$ cat src/rtl/swd_pkg.sv
package swd_pkg;
    typedef enum logic {
        MOD_LOW  = 1'b0,
        MOD_HIGH = 1'b1
    } swd_mod_e;
endpackage

$ cat src/rtl/swd_ratio_gate.sv
module swd_ratio_gate #(
    parameter int unsigned RATIO_W   = 15,
    parameter int unsigned PRE_W     = 4,
    parameter int unsigned MIN_RATIO = 240,
    localparam int unsigned MAIN_W   = RATIO_W - PRE_W
) (
    input  logic [RATIO_W-1:0] ratio_i,
    output logic [MAIN_W-1:0]  main_o,
    output logic [PRE_W-1:0]   swallow_o
);
    localparam logic [RATIO_W-1:0] FLOOR = RATIO_W'(MIN_RATIO);

    logic [RATIO_W-1:0] eff;

    always_comb begin
        eff = (ratio_i < FLOOR) ? FLOOR : ratio_i;
    end

    assign main_o    = eff[RATIO_W-1:PRE_W];
    assign swallow_o = eff[PRE_W-1:0];
endmodule

$ cat src/rtl/swd_prescaler.sv
module swd_prescaler
    import swd_pkg::*;
#(
    parameter int unsigned PRE_W = 4,
    localparam int unsigned PC_W = PRE_W + 1
) (
    input  logic     clk,
    input  logic     rst_n,
    input  swd_mod_e mod_i,
    output logic     tc_o
);
    localparam logic [PC_W-1:0] RELOAD_HI = PC_W'(2 ** PRE_W);
    localparam logic [PC_W-1:0] RELOAD_LO = PC_W'(2 ** PRE_W - 1);

    typedef struct packed {
        logic [PC_W-1:0] cnt;
    } pre_s;

    pre_s st_d, st_q;

    always_comb begin
        st_d = st_q;
        if (st_q.cnt == '0) begin
            st_d.cnt = (mod_i == MOD_HIGH) ? RELOAD_HI : RELOAD_LO;
        end else begin
            st_d.cnt = st_q.cnt - PC_W'(1);
        end
    end

    always_ff @(posedge clk) begin
        if (!rst_n) begin
            st_q <= '0;
        end else begin
            st_q <= st_d;
        end
    end

    assign tc_o = (st_q.cnt == '0);

    assert_pre_bound_R8: assert property (@(posedge clk) disable iff (!rst_n)
        st_q.cnt <= RELOAD_HI);
endmodule

$ cat src/rtl/swd_swallow.sv
module swd_swallow
    import swd_pkg::*;
#(
    parameter int unsigned RATIO_W   = 15,
    parameter int unsigned PRE_W     = 4,
    parameter int unsigned MIN_RATIO = 240,
    localparam int unsigned MAIN_W   = RATIO_W - PRE_W
) (
    input  logic              clk,
    input  logic              rst_n,
    input  logic              tc_i,
    input  logic [MAIN_W-1:0] load_main_i,
    input  logic [PRE_W-1:0]  load_swallow_i,
    output swd_mod_e          mod_o,
    output logic              pulse_o,
    output logic              half_o
);
    typedef struct packed {
        logic [MAIN_W-1:0] main;
        logic [PRE_W-1:0]  swallow;
        logic              pulse;
        logic              half;
    } sw_s;

    sw_s  st_d, st_q;
    logic period_end;

    assign period_end = tc_i && (st_q.main == MAIN_W'(1));

    always_comb begin
        st_d       = st_q;
        st_d.pulse = 1'b0;
        if (period_end) begin
            st_d.main    = load_main_i;
            st_d.swallow = load_swallow_i;
            st_d.pulse   = 1'b1;
            st_d.half    = ~st_q.half;
        end else if (tc_i) begin
            st_d.main    = st_q.main - MAIN_W'(1);
            st_d.swallow = (st_q.swallow != '0) ? st_q.swallow - PRE_W'(1) : '0;
        end
    end

    always_ff @(posedge clk) begin
        if (!rst_n) begin
            st_q.main    <= MAIN_W'(1);
            st_q.swallow <= '0;
            st_q.pulse   <= 1'b0;
            st_q.half    <= 1'b0;
        end else begin
            st_q <= st_d;
        end
    end

    assign mod_o   = (st_d.swallow != '0) ? MOD_HIGH : MOD_LOW;
    assign pulse_o = st_q.pulse;
    assign half_o  = st_q.half;

    // Checker-only measurement of prescaler cycle length
    logic [PRE_W+1:0] chk_gap_q;
    logic             chk_long_q;
    logic             chk_arm_q;

    always_ff @(posedge clk) begin
        if (!rst_n) begin
            chk_gap_q  <= '0;
            chk_long_q <= 1'b0;
            chk_arm_q  <= 1'b0;
        end else if (tc_i) begin
            chk_gap_q  <= (PRE_W+2)'(1);
            chk_long_q <= (mod_o == MOD_HIGH);
            chk_arm_q  <= 1'b1;
        end else begin
            chk_gap_q  <= chk_gap_q + (PRE_W+2)'(1);
        end
    end

    assert_single_pulse_R2: assert property (@(posedge clk) disable iff (!rst_n)
        pulse_o |=> !pulse_o);

    assert_half_hold_R6: assert property (@(posedge clk) disable iff (!rst_n)
        !pulse_o |-> $stable(half_o));

    assert_swallow_le_main_R7: assert property (@(posedge clk) disable iff (!rst_n)
        st_q.swallow <= PRE_W'(st_q.main) || st_q.main >= MAIN_W'(2 ** PRE_W));

    assert_sub_period_R7: assert property (@(posedge clk) disable iff (!rst_n)
        (tc_i && chk_arm_q) |->
            (int'(chk_gap_q) == (chk_long_q ? 2 ** PRE_W + 1 : 2 ** PRE_W)));

    assert_main_nonzero_R8: assert property (@(posedge clk) disable iff (!rst_n)
        st_q.main != '0);

    assert_floor_R4: assert property (@(posedge clk) disable iff (!rst_n)
        period_end |=> (int'(st_q.main) * (2 ** PRE_W) + int'(st_q.swallow) >= int'(MIN_RATIO)));
endmodule

$ cat src/rtl/swallow_divider.sv
module swallow_divider
    import swd_pkg::*;
#(
    parameter int unsigned RATIO_W   = 15,
    parameter int unsigned PRE_W     = 4,
    parameter int unsigned MIN_RATIO = 240
) (
    input  logic               clk,
    input  logic               rst_n,
    input  logic [RATIO_W-1:0] ratio_i,
    output logic               pulse_o,
    output logic               half_o
);
    localparam int unsigned MAIN_W = RATIO_W - PRE_W;

    logic [MAIN_W-1:0] main_w;
    logic [PRE_W-1:0]  swallow_w;
    logic              tc_w;
    swd_mod_e          mod_w;

    swd_ratio_gate #(
        .RATIO_W   (RATIO_W),
        .PRE_W     (PRE_W),
        .MIN_RATIO (MIN_RATIO)
    ) u_gate (
        .ratio_i   (ratio_i),
        .main_o    (main_w),
        .swallow_o (swallow_w)
    );

    swd_prescaler #(
        .PRE_W (PRE_W)
    ) u_pre (
        .clk   (clk),
        .rst_n (rst_n),
        .mod_i (mod_w),
        .tc_o  (tc_w)
    );

    swd_swallow #(
        .RATIO_W   (RATIO_W),
        .PRE_W     (PRE_W),
        .MIN_RATIO (MIN_RATIO)
    ) u_sw (
        .clk            (clk),
        .rst_n          (rst_n),
        .tc_i           (tc_w),
        .load_main_i    (main_w),
        .load_swallow_i (swallow_w),
        .mod_o          (mod_w),
        .pulse_o        (pulse_o),
        .half_o         (half_o)
    );

    assert_reset_quiet_R1: assert property (@(posedge clk) disable iff (!rst_n)
        $rose(rst_n) |-> !pulse_o);
endmodule

$ cat config.mk
export PLATFORM = sky130hd
export DESIGN_NAME = swallow_divider
export DESIGN_NICKNAME = d
export VERILOG_FILES = /design/src/rtl/swd_pkg.sv /design/src/rtl/swd_ratio_gate.sv /design/src/rtl/swd_prescaler.sv /design/src/rtl/swd_swallow.sv /design/src/rtl/swallow_divider.sv
export SDC_FILE = /design/constraint.sdc
export NUM_CORES = 1
export LEC_CHECK = 0
export BUFFER_PORTS_ARGS = -buffer_cell sky130_fd_sc_hd__buf_2
export CAP_MARGIN = 20
export CORE_UTILIZATION = 50
export CTS_CLUSTER_SIZE = 10
export DETAILED_ROUTE_END_ITERATION = 10
export HOLD_SLACK_MARGIN = 0.12
export PLACE_DENSITY = 0.78
export SLEW_MARGIN = 15
export SYNTH_ARGS = -nofsm -noshare
export SYNTH_HDL_FRONTEND = slang
export SYNTH_SLANG_ARGS = --single-unit
$ cat constraint.sdc
create_clock -name clk -period 2.1 [get_ports clk]
set_clock_uncertainty 0.2 [all_clocks]
set_input_delay 0.315 -clock clk [delete_from_list [all_inputs] [get_ports clk]]
set_output_delay 0.315 -clock clk [all_outputs]
set_load 0.005 [all_outputs]
==> results of run 1 <==
-- state kept, by name (all words and copies together) (netlist names) --
register      count
u_pre.st_q        5
u_sw.half_o       1
u_sw.pulse_o      1
u_sw.st_q        15
-- worst min-delay path, stage by stage --
cell	delay, ps
sky130_fd_sc_hd__buf_2	90
sky130_fd_sc_hd__o311ai_1	100
sky130_fd_sc_hd__a21oi_1	140
-- layout by cell type, fill, tap and decap left out, types with 5 or more instances in the layout --
cell,instances
sky130_fd_sc_hd__dlygate4sd3_1,5
sky130_fd_sc_hd__dfxtp_1,19
sky130_fd_sc_hd__a21oi_1,11
sky130_fd_sc_hd__inv_1,8
sky130_fd_sc_hd__buf_2,18
sky130_fd_sc_hd__nor3_1,6
sky130_fd_sc_hd__nor2_1,10
sky130_fd_sc_hd__o21ai_0,6
sky130_fd_sc_hd__nand2_1,12
sky130_fd_sc_hd__buf_4,19
-- stage by stage --
stage                     std cells  cell area [um2]
after floorplan                 155             1310
after global placement          215             1550
after detailed placement        215             1550
final                           224             1690
after CTS                       224             1650
after global routing            224             1690
-- final timing paths --
path                            slack, ps             to  cells after the start
worst max register to register        -30   u_sw.st_q[4]                      7
worst min register to register        280  u_sw.st_q[15]                      2
worst max-delay path                  -30   u_sw.st_q[4]                      7
worst min-delay path                  160   u_sw.st_q[7]                      3
-- power by group through the flow --
stage	registers (W)	logic, W	clock network [W]
2_1_floorplan	0.000737	0.00134	0
3_3_place_gp	0.000747	0.00191	0
3_5_place_dp	0.000757	0.00198	0
4_1_cts	0.000753	0.00202	0.000239
5_1_grt	0.000794	0.00233	0.000259
6_report	0.000773	0.00212	0.000235
-- layer usage --
layer	vias to the layer above	share of wire
met5	-	0
met4	0	0.013
met3	6	0.038
met2	42	0.48
met1	638	0.47
li1	668	-
-- repair_timing --
| item | CTS | global route |
|---|---|---|
| hold buffers | 5 | 0 |
| endpoints found under the setup margin | 6 | 14 |
| gates resized for setup | 6 | 8 |
| hold endpoints to repair | 5 | 0 |
| pin swaps | 0 | 1 |
-- cell type report --
class                      instances  share of cell area
sequential                        22               0.263
timing repair buffer              42               0.167
clock buffer                       4              0.0215
tap                               30              0.0222
inverter                          10              0.0222
multi-input combinational        116               0.504
-- cells by family (layout without fill, tap and decap cells) --
family,after synthesis,in the layout,synth area share
adders and majority gates,4,4,0.0384
muxes,5,5,0.0451
AOI/OAI and AO/OA,50,50,0.260
buffers and inverters,17,56,0.0499
xor gates and xnor gates,2,2,0.0134
DFF,22,22,0.338
and+or+nand+nor,55,55,0.255
==> impl_summary.txt, run 1 <==
----------------------------------------------------
[Run status]
  Run status ... finished with violations
  Violated checks ... setup timing

[Routing]
  Number of vias per cell after detailed routing ... 6.04
  ANT nets after route ... 0
  Avg WL per Cell ... 14.8 um
  Remaining design rule violation count ... 0
  Drt total wl ... 3.32 mm
  Vias after detailed routing ... 1,354
  Detailed Routing Iterations Pass 1 ... 4
  Iteration-0 DRC Markers ... 39

[Cells and area]
  Fin nets ... 216
  Util after Layout ... 0.682
  Antenna Cells ... 0
  Layout overhead on the synthesized area ... 29.6%
  Sequential cell area ... 444 um2
  Multi-input combinational cell area ... 851 um2
  Fraction of layout instances using a drive strength above 1 ... 0.345
  Fill count ... about 200

[Power and ir drop]
  Sequential group share of total power ... 0.247
  IR drop worst, VDD ... 1.92 mV
  Combinational Power Share ... 0.678
  Design Power ... about 0.0031 W
  Net switching fraction of the power ... 0.455
  Switching power summed over all nets ... 0.00143 W
  Standby leakage power ... 0.693 nW
  PD cells ... about 1900 mW/mm2
  Cell-internal power ... around 0.0017 W
  Part of the power in the clock network ... 0.075

[Floorplan]
  Number of rows in the core area ... 18
  Vertical extent of the die ... roughly 53 um
  Area inside the core boundary ... 0.00248 mm2
  Chip width ... ~53 um
  Starting Density ... 0.526
  Die area ... 0.00282 mm2
  I/O pin cnt ... 19

[Synthesis]
  Count of warnings emitted by yosys ... 0
  Total standard cell area after synthesis ... about 0.0013 mm2
  Synthesized net count ... 176
  Top cell types by occurrence after synthesis ... sky130_fd_sc_hd__dfxtp_1, sky130_fd_sc_hd__nand2_1, sky130_fd_sc_hd__a21oi_1, sky130_fd_sc_hd__inv_1, sky130_fd_sc_hd__nor2_1
  Average cell area after synthesis ... 8.41 um2
  Seq cells post-synth ... 22
  Gate count after technology mapping ... between 150 and 200
  Portion of synthesized cell area occupied by the leading cell type ... 0.338
  Most common cell in the synthesized netlist ... sky130_fd_sc_hd__dfxtp_1
  Cell type contributing the most total cell area after synthesis ... sky130_fd_sc_hd__dfxtp_1
  Proportion of synthesized chip area in sequential cells ... 0.338
  Share of flip-flops with an asynchronous set or reset ... 0
  Post-synthesis cell type count ... 50
  Number of enable-type register cells in the synthesized netlist ... 0
  Prevailing post-synth register cell ... sky130_fd_sc_hd__dfxtp_1
  Largest cells by area after synthesis ... sky130_fd_sc_hd__dfxtp_1, sky130_fd_sc_hd__a21oi_1, sky130_fd_sc_hd__ha_1

[Placed design]
  Routability congestion estimate ... 0.901
  Quantity of I/O buffers inserted on ports ... 18
  Setup slack at placement ... -58.4 ps
  Dpl hpwl ... 2.54 mm

[CTS]
  Total number of clock tree sinks ... 22
  CTS H-Tree Depth ... 1
  Later-pin clock latency in the skew report ... 310 ps
  CTS max path bufs ... 2
  TritonCTS clock tree ... yes
  Buffers inserted by post-CTS timing repair ... 0
  CTS Buf Count ... 3
  Clock root buffer ... sky130_fd_sc_hd__clkbuf_4
  Clock input transition at the sequential cells of the worst setup and hold paths ... 130 ps

[Global route]
  GRT met1 Usage ... 0.337
  Global-route met2 utilization ... 0.428
  First-pass GRT wire length ... between 5 and 6 mm
  GR peak layer ... met2
  Vias in the first global route ... about 1.2k
  Global routing usage on met3 ... 0.0402
  Maximum number of pins on one net before global-route repair ... 14
  Overall global routing resource usage ... 0.259
  Grt ovf ... 0
  Number of antenna violations at the first check in global routing ... 0

[Timing]
  Share of the cycle needed by the critical path after routing ... 1.02
  Final critical delay including setup and external delays ... approximately 2100 ps
  Setup slack of the critical path after layout ... -32.6 ps
  Maximum clock frequency ... 469 MHz
  RSZ-0062 raised after global routing ... yes
  Final Hold Vio Count ... 0
  Setup TNS after final layout ... -32.6 ps
  Worst hold margin ... 164 ps
  Setup Viol. Count Final ... 1
  Transition time at the pin with the least slew margin ... about 500 ps
  Number of pins exceeding their max-slew limit in the final report ... 0
  Relative slew slack ... 0.664

[Critical path]
  Critical Path Start ... u_pre.st_q[1]
  Chain of cells forming the critical path ... inv_2, ha_4, or4b_4, or3_4, mux2_4, a22oi_2, nor2_1
  Maximum fanout along the worst path ... 3
  Crit-path max cell delay ... approximately 460 ps
  Required time reported for the critical path endpoint ... 2090 ps
  Worst setup path category ... reg -> reg
  Startpoint kind of the worst setup timing path ... register
  WP data arrival ... 2120 ps
  Kind of end point of the critical path ... register
  Number of buffers and inverters on the critical path ... 1
  Gate family responsible for the most delay along the worst path ... simple AND/OR/NAND/NOR gates
  Worst r2r src ... u_pre.st_q[1]
  Cell with the largest stage delay on the worst path ... sky130_fd_sc_hd__or4b_4

[Min path]
  Launch point of the worst hold path ... ratio_i[5]
  Class of the most critical hold timing path ... in -> reg

[Run]
  # Max-Cap Violations ... 0

----------------------------------------------------
Note: power is estimated with default switching activity, not from simulation.
==> run 2: changes to the inputs <==
--- a/config.mk
+++ b/config.mk
@@ -7,11 +7,13 @@
 export LEC_CHECK = 0
 export BUFFER_PORTS_ARGS = -buffer_cell sky130_fd_sc_hd__buf_2
 export CAP_MARGIN = 20
-export CORE_UTILIZATION = 50
+export CELL_PAD_IN_SITES_DETAIL_PLACEMENT = 0
+export CELL_PAD_IN_SITES_GLOBAL_PLACEMENT = 1
+export CORE_UTILIZATION = 37
 export CTS_CLUSTER_SIZE = 10
 export DETAILED_ROUTE_END_ITERATION = 10
 export HOLD_SLACK_MARGIN = 0.12
-export PLACE_DENSITY = 0.78
+export PLACE_DENSITY = 0.77
 export SLEW_MARGIN = 15
 export SYNTH_ARGS = -nofsm -noshare
 export SYNTH_HDL_FRONTEND = slang
==> run 2 against run 1 <==
The run still ends with setup timing left. Sequential power grew 5.2%. Non-clock buffer count is 4 higher. Via count is 1.6% lower. Maximum frequency decreased by 1.1%. Critical path type unchanged.
==> impl_summary.txt, run 2 (same netlist as run 1, synthesis figures left out) <==
----------------------------------------------------
[Run status]
  Run status ... finished with violations
  Violated checks ... setup timing

[Power and ir drop]
  Standby leakage power ... 0.722 nW (+4.3%)
  PD cells ... 1960 mW/mm2 (+5.4%)
  Design Power ... 0.00351 W (+12%)
  Cell-internal power ... 0.00198 W (+16%)
  Net switching fraction of the power ... 0.437 (-0.0186)
  Part of the power in the clock network ... 0.093 (+0.018)
  Switching power summed over all nets ... 0.00153 W (+7.4%)
  Sequential group share of total power ... 0.232 (-0.015)
  Combinational Power Share ... 0.675 (-0.003)
  IR drop worst, VDD ... 1.00 mV (-48%)

[CTS]
  Total number of clock tree sinks ... 22 (unchanged)
  Clock input transition at the sequential cells of the worst setup and hold paths ... 130 ps (about the same)
  CTS Buf Count ... 3 (unchanged)
  Later-pin clock latency in the skew report ... 320 ps (about the same)
  CTS max path bufs ... 2 (unchanged)
  CTS H-Tree Depth ... 1 (unchanged)
  Clock root buffer ... sky130_fd_sc_hd__clkbuf_4
  TritonCTS clock tree ... yes

[Placed design]
  Dpl hpwl ... 2.64 mm (+4.0%)
  Total instance count after detailed placement ... 232 (+7.9%)
  Quantity of I/O buffers inserted on ports ... 18 (unchanged)
  Routability congestion estimate ... 0.854 (-5.3%)

[Floorplan]
  Area inside the core boundary ... 0.00336 mm2 (+36%)
  Die area ... 0.00377 mm2 (+34%)
  Starting Density ... 0.388 (-0.139)
  Number of rows in the core area ... 21 (+3)
  I/O pin cnt ... 19 (unchanged)
  Vertical extent of the die ... 61.4 um (+16%)
  Chip width ... 61.4 um (+16%)

[Routing]
  Iteration-0 DRC Markers ... 30 (-23%)
  Number of vias per cell after detailed routing ... 5.46 (-9.7%)
  ANT nets after route ... 0 (unchanged)
  Detailed Routing Iterations Pass 1 ... 4 (unchanged)
  Remaining design rule violation count ... 0 (unchanged)
  Avg WL per Cell ... 14.5 um (-2.5%)
  Vias after detailed routing ... 1,332 (-1.6%)
  Drt total wl ... 3.53 mm (+6.2%)

[Timing]
  Maximum clock frequency ... 464 MHz (-1.1%)
  Share of the cycle needed by the critical path after routing ... 1.03 (+0.0108)
  Setup Viol. Count Final ... 1 (unchanged)
  Setup slack of the critical path after layout ... -55.3 ps (-22.7 ps)
  Number of pins exceeding their max-slew limit in the final report ... 0 (unchanged)
  RSZ-0062 raised after global routing ... yes
  Transition time at the pin with the least slew margin ... 561 ps (+61.7 ps)
  Final Hold Vio Count ... 0 (unchanged)
  Final critical delay including setup and external delays ... 2160 ps (+22.7 ps)
  Relative slew slack ... 0.622 (-0.0415)

[Critical path]
  Startpoint kind of the worst setup timing path ... register
  Gate family responsible for the most delay along the worst path ... simple AND/OR/NAND/NOR gates
  Chain of cells forming the critical path ... inv_2, ha_4, or4b_4, or3_4, mux2_4, a22oi_2, nor2_1
  Worst setup path category ... reg -> reg
  Cell with the largest stage delay on the worst path ... sky130_fd_sc_hd__or4b_4
  End of the worst register-to-register path ... u_sw.st_q[4]
  Maximum fanout along the worst path ... 2 (-1)
  Required time reported for the critical path endpoint ... 2090 ps (about the same)
  Worst r2r src ... u_pre.st_q[0]
  Cell count of the worst reg-to-reg path ... 7 (unchanged)
  Number of buffers and inverters on the critical path ... 1 (unchanged)
  Crit-path max cell delay ... 460 ps (about the same)
  WP data arrival ... 2140 ps (+20 ps)
  Kind of end point of the critical path ... register
  Setup slack of the most critical reg-to-reg path ... -60 ps (-20 ps)

[Min path]
  Worst Hold Depth ... 3 (unchanged)
  Launch point of the worst hold path ... ratio_i[10]
  Class of the most critical hold timing path ... in -> reg
  Capture endpoint of the worst hold path ... u_sw.st_q[12]

[Global route]
  Grt ovf ... 0 (unchanged)
  Overall global routing resource usage ... 0.211 (-0.0474)
  Number of antenna violations at the first check in global routing ... 0 (unchanged)
  First-pass GRT wire length ... 5.82 mm (+9.3%)
  Vias in the first global route ... 1,257 (+2.8%)
  Maximum number of pins on one net before global-route repair ... 14 (unchanged)

[Run]
  # Max-Cap Violations ... 0 (unchanged)

[Cells and area]
  Leading cell type in the layout, fill and taps excluded ... sky130_fd_sc_hd__buf_4
  Fraction of layout instances using a drive strength above 1 ... 0.379 (+0.0334)
  Fin nets ... 220 (+1.9%)
  Flip-flop count of the largest register, all copies and words added ... 15 (unchanged)
  Largest reg by FF count ... u_sw.st_q
  Filler-free cell count of the finished design ... 244 (+8.9%)
  Layout overhead on the synthesized area ... 37.6%
  Highest-count cells in the layout ignoring fill and taps ... sky130_fd_sc_hd__buf_4, sky130_fd_sc_hd__dfxtp_1, sky130_fd_sc_hd__buf_2
  Registers with the most flip-flops ... u_sw.st_q (15), u_pre.st_q (5)
  Antenna Cells ... 0 (unchanged)

----------------------------------------------------
==> run 2: layer usage <==
layer / wire (um) / GRT usage / up-vias
met5: 0 / 0 / -
met4: 19 / 0.0444 / 0
met3: 125 / 0.0567 / 2
met2: 1590 / 0.340 / 27
met1: 1800 / 0.285 / 633
li1: - / - / 670
==> run 2: cell type report <==
cell class | instances | area, um2
clock buffers | 3 | 22.5
clock inverters | 1 | 30.0
fillers | 338 | 1570
inverters | 10 | 37.5
multi-input cells | 116 | 886
flip-flops and latches | 22 | 444
well taps | 46 | 57.6
repair buffers | 46 | 317
==> run 2: worst max path at each step <==
stage               slack (ps)            end     startpoint  cells past startpoint
CTS                       -110   u_sw.st_q[4]  u_pre.st_q[0]                      7
floorplan                  -40   u_sw.st_q[4]  u_pre.st_q[0]                      7
global route              -110   u_sw.st_q[4]  u_pre.st_q[0]                      7
detailed placement        -100  u_pre.st_q[3]  u_pre.st_q[1]                      8
finish                     -60   u_sw.st_q[4]  u_pre.st_q[0]                      7
global placement           -10   u_sw.st_q[4]  u_pre.st_q[0]                      7
==> run 2: through the flow <==
stage | setup WS, ps | area [um2] | setup TNS [ps] | utilization | hold WS, ps
after floorplan | -39.1 | 1310 | -39.1 | - | 228
after global routing | -114 | 1790 | -334 | 0.533 | 156
final | -55.3 | 1790 | -55.3 | 0.533 | 169
after CTS | -111 | 1730 | -124 | 0.514 | 167
after global placement | -11.9 | 1580 | -45.5 | 0.469 | 253
after detailed placement | -104 | 1580 | -512 | 0.469 | 261
==> run 2: tightest hold or removal path, stage by stage <==
cell and delay [ps]:
sky130_fd_sc_hd__buf_2 100, sky130_fd_sc_hd__o21ai_0 160, sky130_fd_sc_hd__a221oi_1 70
==> run 2: repair_timing <==
item,4_1_cts,5_1_grt
endpoints found under the setup margin,7,16
pin swaps,2,4
setup buffers,2,1
hold endpoints to repair,7,0
hold buffers,5,0
gates resized for setup,10,11
==> run 2: power groups by stage <==
stage                     combinational, W  clock [W]  sequential [W]
after floorplan                    0.00134          0        0.000737
after detailed placement           0.00209          0        0.000776
final                              0.00237   0.000325        0.000813
after CTS                          0.00219   0.000330        0.000782
after global routing               0.00260   0.000357        0.000839
after global placement             0.00203          0        0.000772
==> run 3: changes to the inputs <==
--- a/config.mk
+++ b/config.mk
@@ -18,3 +18,4 @@
 export SYNTH_ARGS = -nofsm -noshare
 export SYNTH_HDL_FRONTEND = slang
 export SYNTH_SLANG_ARGS = --single-unit
+export TNS_END_PERCENT = 1
==> run 3 against run 2 <==
The flow still finishes with violations (setup timing). Via count increased by 0.53%. Cell area down 0.84%. Combinational power hardly changed. Sequential power hardly changed. Die area unchanged.
==> impl_summary.txt, run 3 (same netlist as run 1, synthesis figures left out) <==
----------------------------------------------------
[Timing]
  Share of the cycle needed by the critical path after routing ... 1.03 (about the same)
  Setup TNS after final layout ... -178 ps (-123 ps)
  Maximum clock frequency ... 464 MHz (about the same)
  RSZ-0062 raised after global routing ... yes
  Transition time at the pin with the least slew margin ... 617 ps (+55.7 ps)
  Number of pins exceeding their max-slew limit in the final report ... 0 (unchanged)
  Final critical delay including setup and external delays ... 2150 ps (-1.48 ps)
  Relative slew slack ... 0.585 (-0.0375)
  Setup slack of the critical path after layout ... -53.8 ps (+1.48 ps)
  Setup Viol. Count Final ... 6 (+5)
  Final Hold Vio Count ... 0 (unchanged)

[Cells and area]
  Antenna Cells ... 0 (unchanged)
  Largest reg by FF count ... u_sw.st_q
  Design Area, Final ... 0.00178 mm2 (-0.84%)
  Flip-flop count of the largest register, all copies and words added ... 15 (unchanged)
  Fin nets ... 218 (-0.91%)
  Util after Layout ... 0.529 (-0.00446)
  Fraction of layout instances using a drive strength above 1 ... 0.367 (-0.0114)
  Layout overhead on the synthesized area ... 36.5%
  Filler-free cell count of the finished design ... 242 (-0.82%)
  Registers with the most flip-flops ... u_sw.st_q (15), u_pre.st_q (5)
  Highest-count cells in the layout ignoring fill and taps ... sky130_fd_sc_hd__buf_4, sky130_fd_sc_hd__dfxtp_1, sky130_fd_sc_hd__buf_2
  Fill count ... 345 (+2.1%)

[Critical path]
  Worst setup path category ... reg -> reg
  WP data arrival ... 2150 ps (about the same)
  Startpoint kind of the worst setup timing path ... register
  Critical Path Start ... u_pre.st_q[0]
  End of the worst register-to-register path ... u_sw.st_q[4]
  Cell count of the worst reg-to-reg path ... 7 (unchanged)
  Kind of end point of the critical path ... register
  Worst r2r src ... u_pre.st_q[0]
  Maximum fanout along the worst path ... 2 (unchanged)
  Required time reported for the critical path endpoint ... 2090 ps (about the same)
  Setup slack of the most critical reg-to-reg path ... -50 ps (about the same)

[Routing]
  Drt total wl ... 3.66 mm (+3.7%)
  Iteration-0 DRC Markers ... 38 (+27%)
  Detailed Routing Iterations Pass 1 ... 4 (unchanged)
  ANT nets after route ... 0 (unchanged)
  Remaining design rule violation count ... 0 (unchanged)
  Vias after detailed routing ... 1,339 (+0.53%)
  Avg WL per Cell ... 15.1 um (+4.5%)
  Number of vias per cell after detailed routing ... 5.53 (+1.4%)

[Power and ir drop]
  Net switching fraction of the power ... 0.441 (+0.00468)
  Design Power ... 0.00349 W (-0.39%)
  Part of the power in the clock network ... 0.094 (about the same)
  Cell-internal power ... 0.00195 W (-1.2%)
  Switching power summed over all nets ... 0.00154 W (+0.67%)
  Standby leakage power ... 0.719 nW (-0.42%)
  IR drop worst, VDD ... 0.989 mV (-1.4%)
  Sequential group share of total power ... 0.233 (about the same)
  Combinational Power Share ... 0.673 (-0.002)
  PD cells ... 1960 mW/mm2 (+0.45%)

[Placed design]
  Placed inst area ... 0.00158 mm2 (unchanged)
  Dpl hpwl ... 2.64 mm (unchanged)
  Quantity of I/O buffers inserted on ports ... 18 (unchanged)
  Routability congestion estimate ... 0.854 (unchanged)
  Total instance count after detailed placement ... 232 (unchanged)

[Global route]
  Global routing usage on met3 ... 0.0567 (unchanged)
  Number of antenna violations at the first check in global routing ... 0 (unchanged)
  Grt ovf ... 0 (unchanged)
  GR peak layer ... met2
  Vias in the first global route ... 1,250 (-0.56%)
  Global-route met2 utilization ... 0.337 (-0.00311)
  Overall global routing resource usage ... 0.210 (-0.00131)
  First-pass GRT wire length ... 5.78 mm (-0.70%)
  Maximum number of pins on one net before global-route repair ... 14 (unchanged)
  GRT met1 Usage ... 0.284 (-0.00129)

[Floorplan]
  I/O pin cnt ... 19 (unchanged)
  Area inside the core boundary ... 0.00336 mm2 (unchanged)
  Die area ... 0.00377 mm2 (unchanged)
  Chip width ... 61.4 um (unchanged)
  Number of rows in the core area ... 21 (unchanged)
  Vertical extent of the die ... 61.4 um (unchanged)
  Starting Density ... 0.388 (unchanged)

[CTS]
  Clock root buffer ... sky130_fd_sc_hd__clkbuf_4
  TritonCTS clock tree ... yes
  Clock input transition at the sequential cells of the worst setup and hold paths ... 130 ps (about the same)
  Total number of clock tree sinks ... 22 (unchanged)
  Later-pin clock latency in the skew report ... 320 ps (about the same)
  CTS Buf Count ... 3 (unchanged)
  CTS max path bufs ... 2 (unchanged)
  CTS H-Tree Depth ... 1 (unchanged)

[Min path]
  Capture endpoint of the worst hold path ... u_sw.st_q[12]
  Class of the most critical hold timing path ... in -> reg
  Launch point of the worst hold path ... ratio_i[10]
  Worst Hold Depth ... 3 (unchanged)

[Run status]
  Violated checks ... setup timing
  Run status ... finished with violations

[Run]
  # Max-Cap Violations ... 0 (unchanged)

----------------------------------------------------
run 3: changes by cell type in the layout (fill, tap and decap cells not counted):
cell | previous run | this run
sky130_fd_sc_hd__buf_6 | 1 | 2
sky130_fd_sc_hd__mux2i_2 | 1 | 0
sky130_fd_sc_hd__mux2i_1 | 0 | 1
sky130_fd_sc_hd__buf_4 | 22 | 19
run 3: layout make-up:
class	instances	area (um2)	area share
clock buffer	3	22.5	0.0127
clock inverter	1	30.0	0.0169
inverter	10	37.5	0.0211
multi-input combinational	116	882	0.496
sequential	22	444	0.250
tap	46	57.6	0.0323
timing repair buffer	44	305	0.172
run 3: power by group through the flow:
stage,Combinational [W],Sequential (W),Clock (W)
2_1_floorplan,0.00134,0.000737,0
3_3_place_gp,0.00203,0.000772,0
3_5_place_dp,0.00209,0.000776,0
4_1_cts,0.00216,0.000781,0.000330
5_1_grt,0.00258,0.000841,0.000357
6_report,0.00235,0.000814,0.000328
run 3: worst max-delay path, stage by stage (launching register included):
cell and delay [ps]:
sky130_fd_sc_hd__dfxtp_2 350, sky130_fd_sc_hd__inv_2 70, sky130_fd_sc_hd__ha_4 130, sky130_fd_sc_hd__or4b_4 460, sky130_fd_sc_hd__or3_4 350, sky130_fd_sc_hd__mux2_4 310
sky130_fd_sc_hd__a22oi_2 110, sky130_fd_sc_hd__nor2_1 50
run 3: per-layer routing:
layer  wire length [um]  vias to the layer above  share of wire
met3                155                        4          0.042
li1                   -                      664              -
met4                 36                        0         0.0098
met1               1770                      642           0.48
met2               1700                       29           0.46
met5                  0                        -              0
run 3: worst max path at each step:
stage / end / slack (ps)
finish: u_sw.st_q[4] / -50
global route: u_pre.st_q[3] / -130
CTS: u_sw.st_q[4] / -110
detailed placement: u_pre.st_q[3] / -100
global placement: u_sw.st_q[4] / -10
floorplan: u_sw.st_q[4] / -40
run 3: metrics by stage:
step | setup slack (ps) | hold WS (ps)
finish | -53.8 | 167
global route | -129 | 156
CTS | -111 | 167
detailed placement | -104 | 261
global placement | -11.9 | 253
floorplan | -39.1 | 228
run 3: timing repair:
item,CTS,global route
hold buffers,5,0
endpoints found under the hold margin,7,0
endpoints found under the setup margin,7,15
cloned,0,0
gates resized for setup,8,13
pin swaps,3,2
buffers inserted,1,0
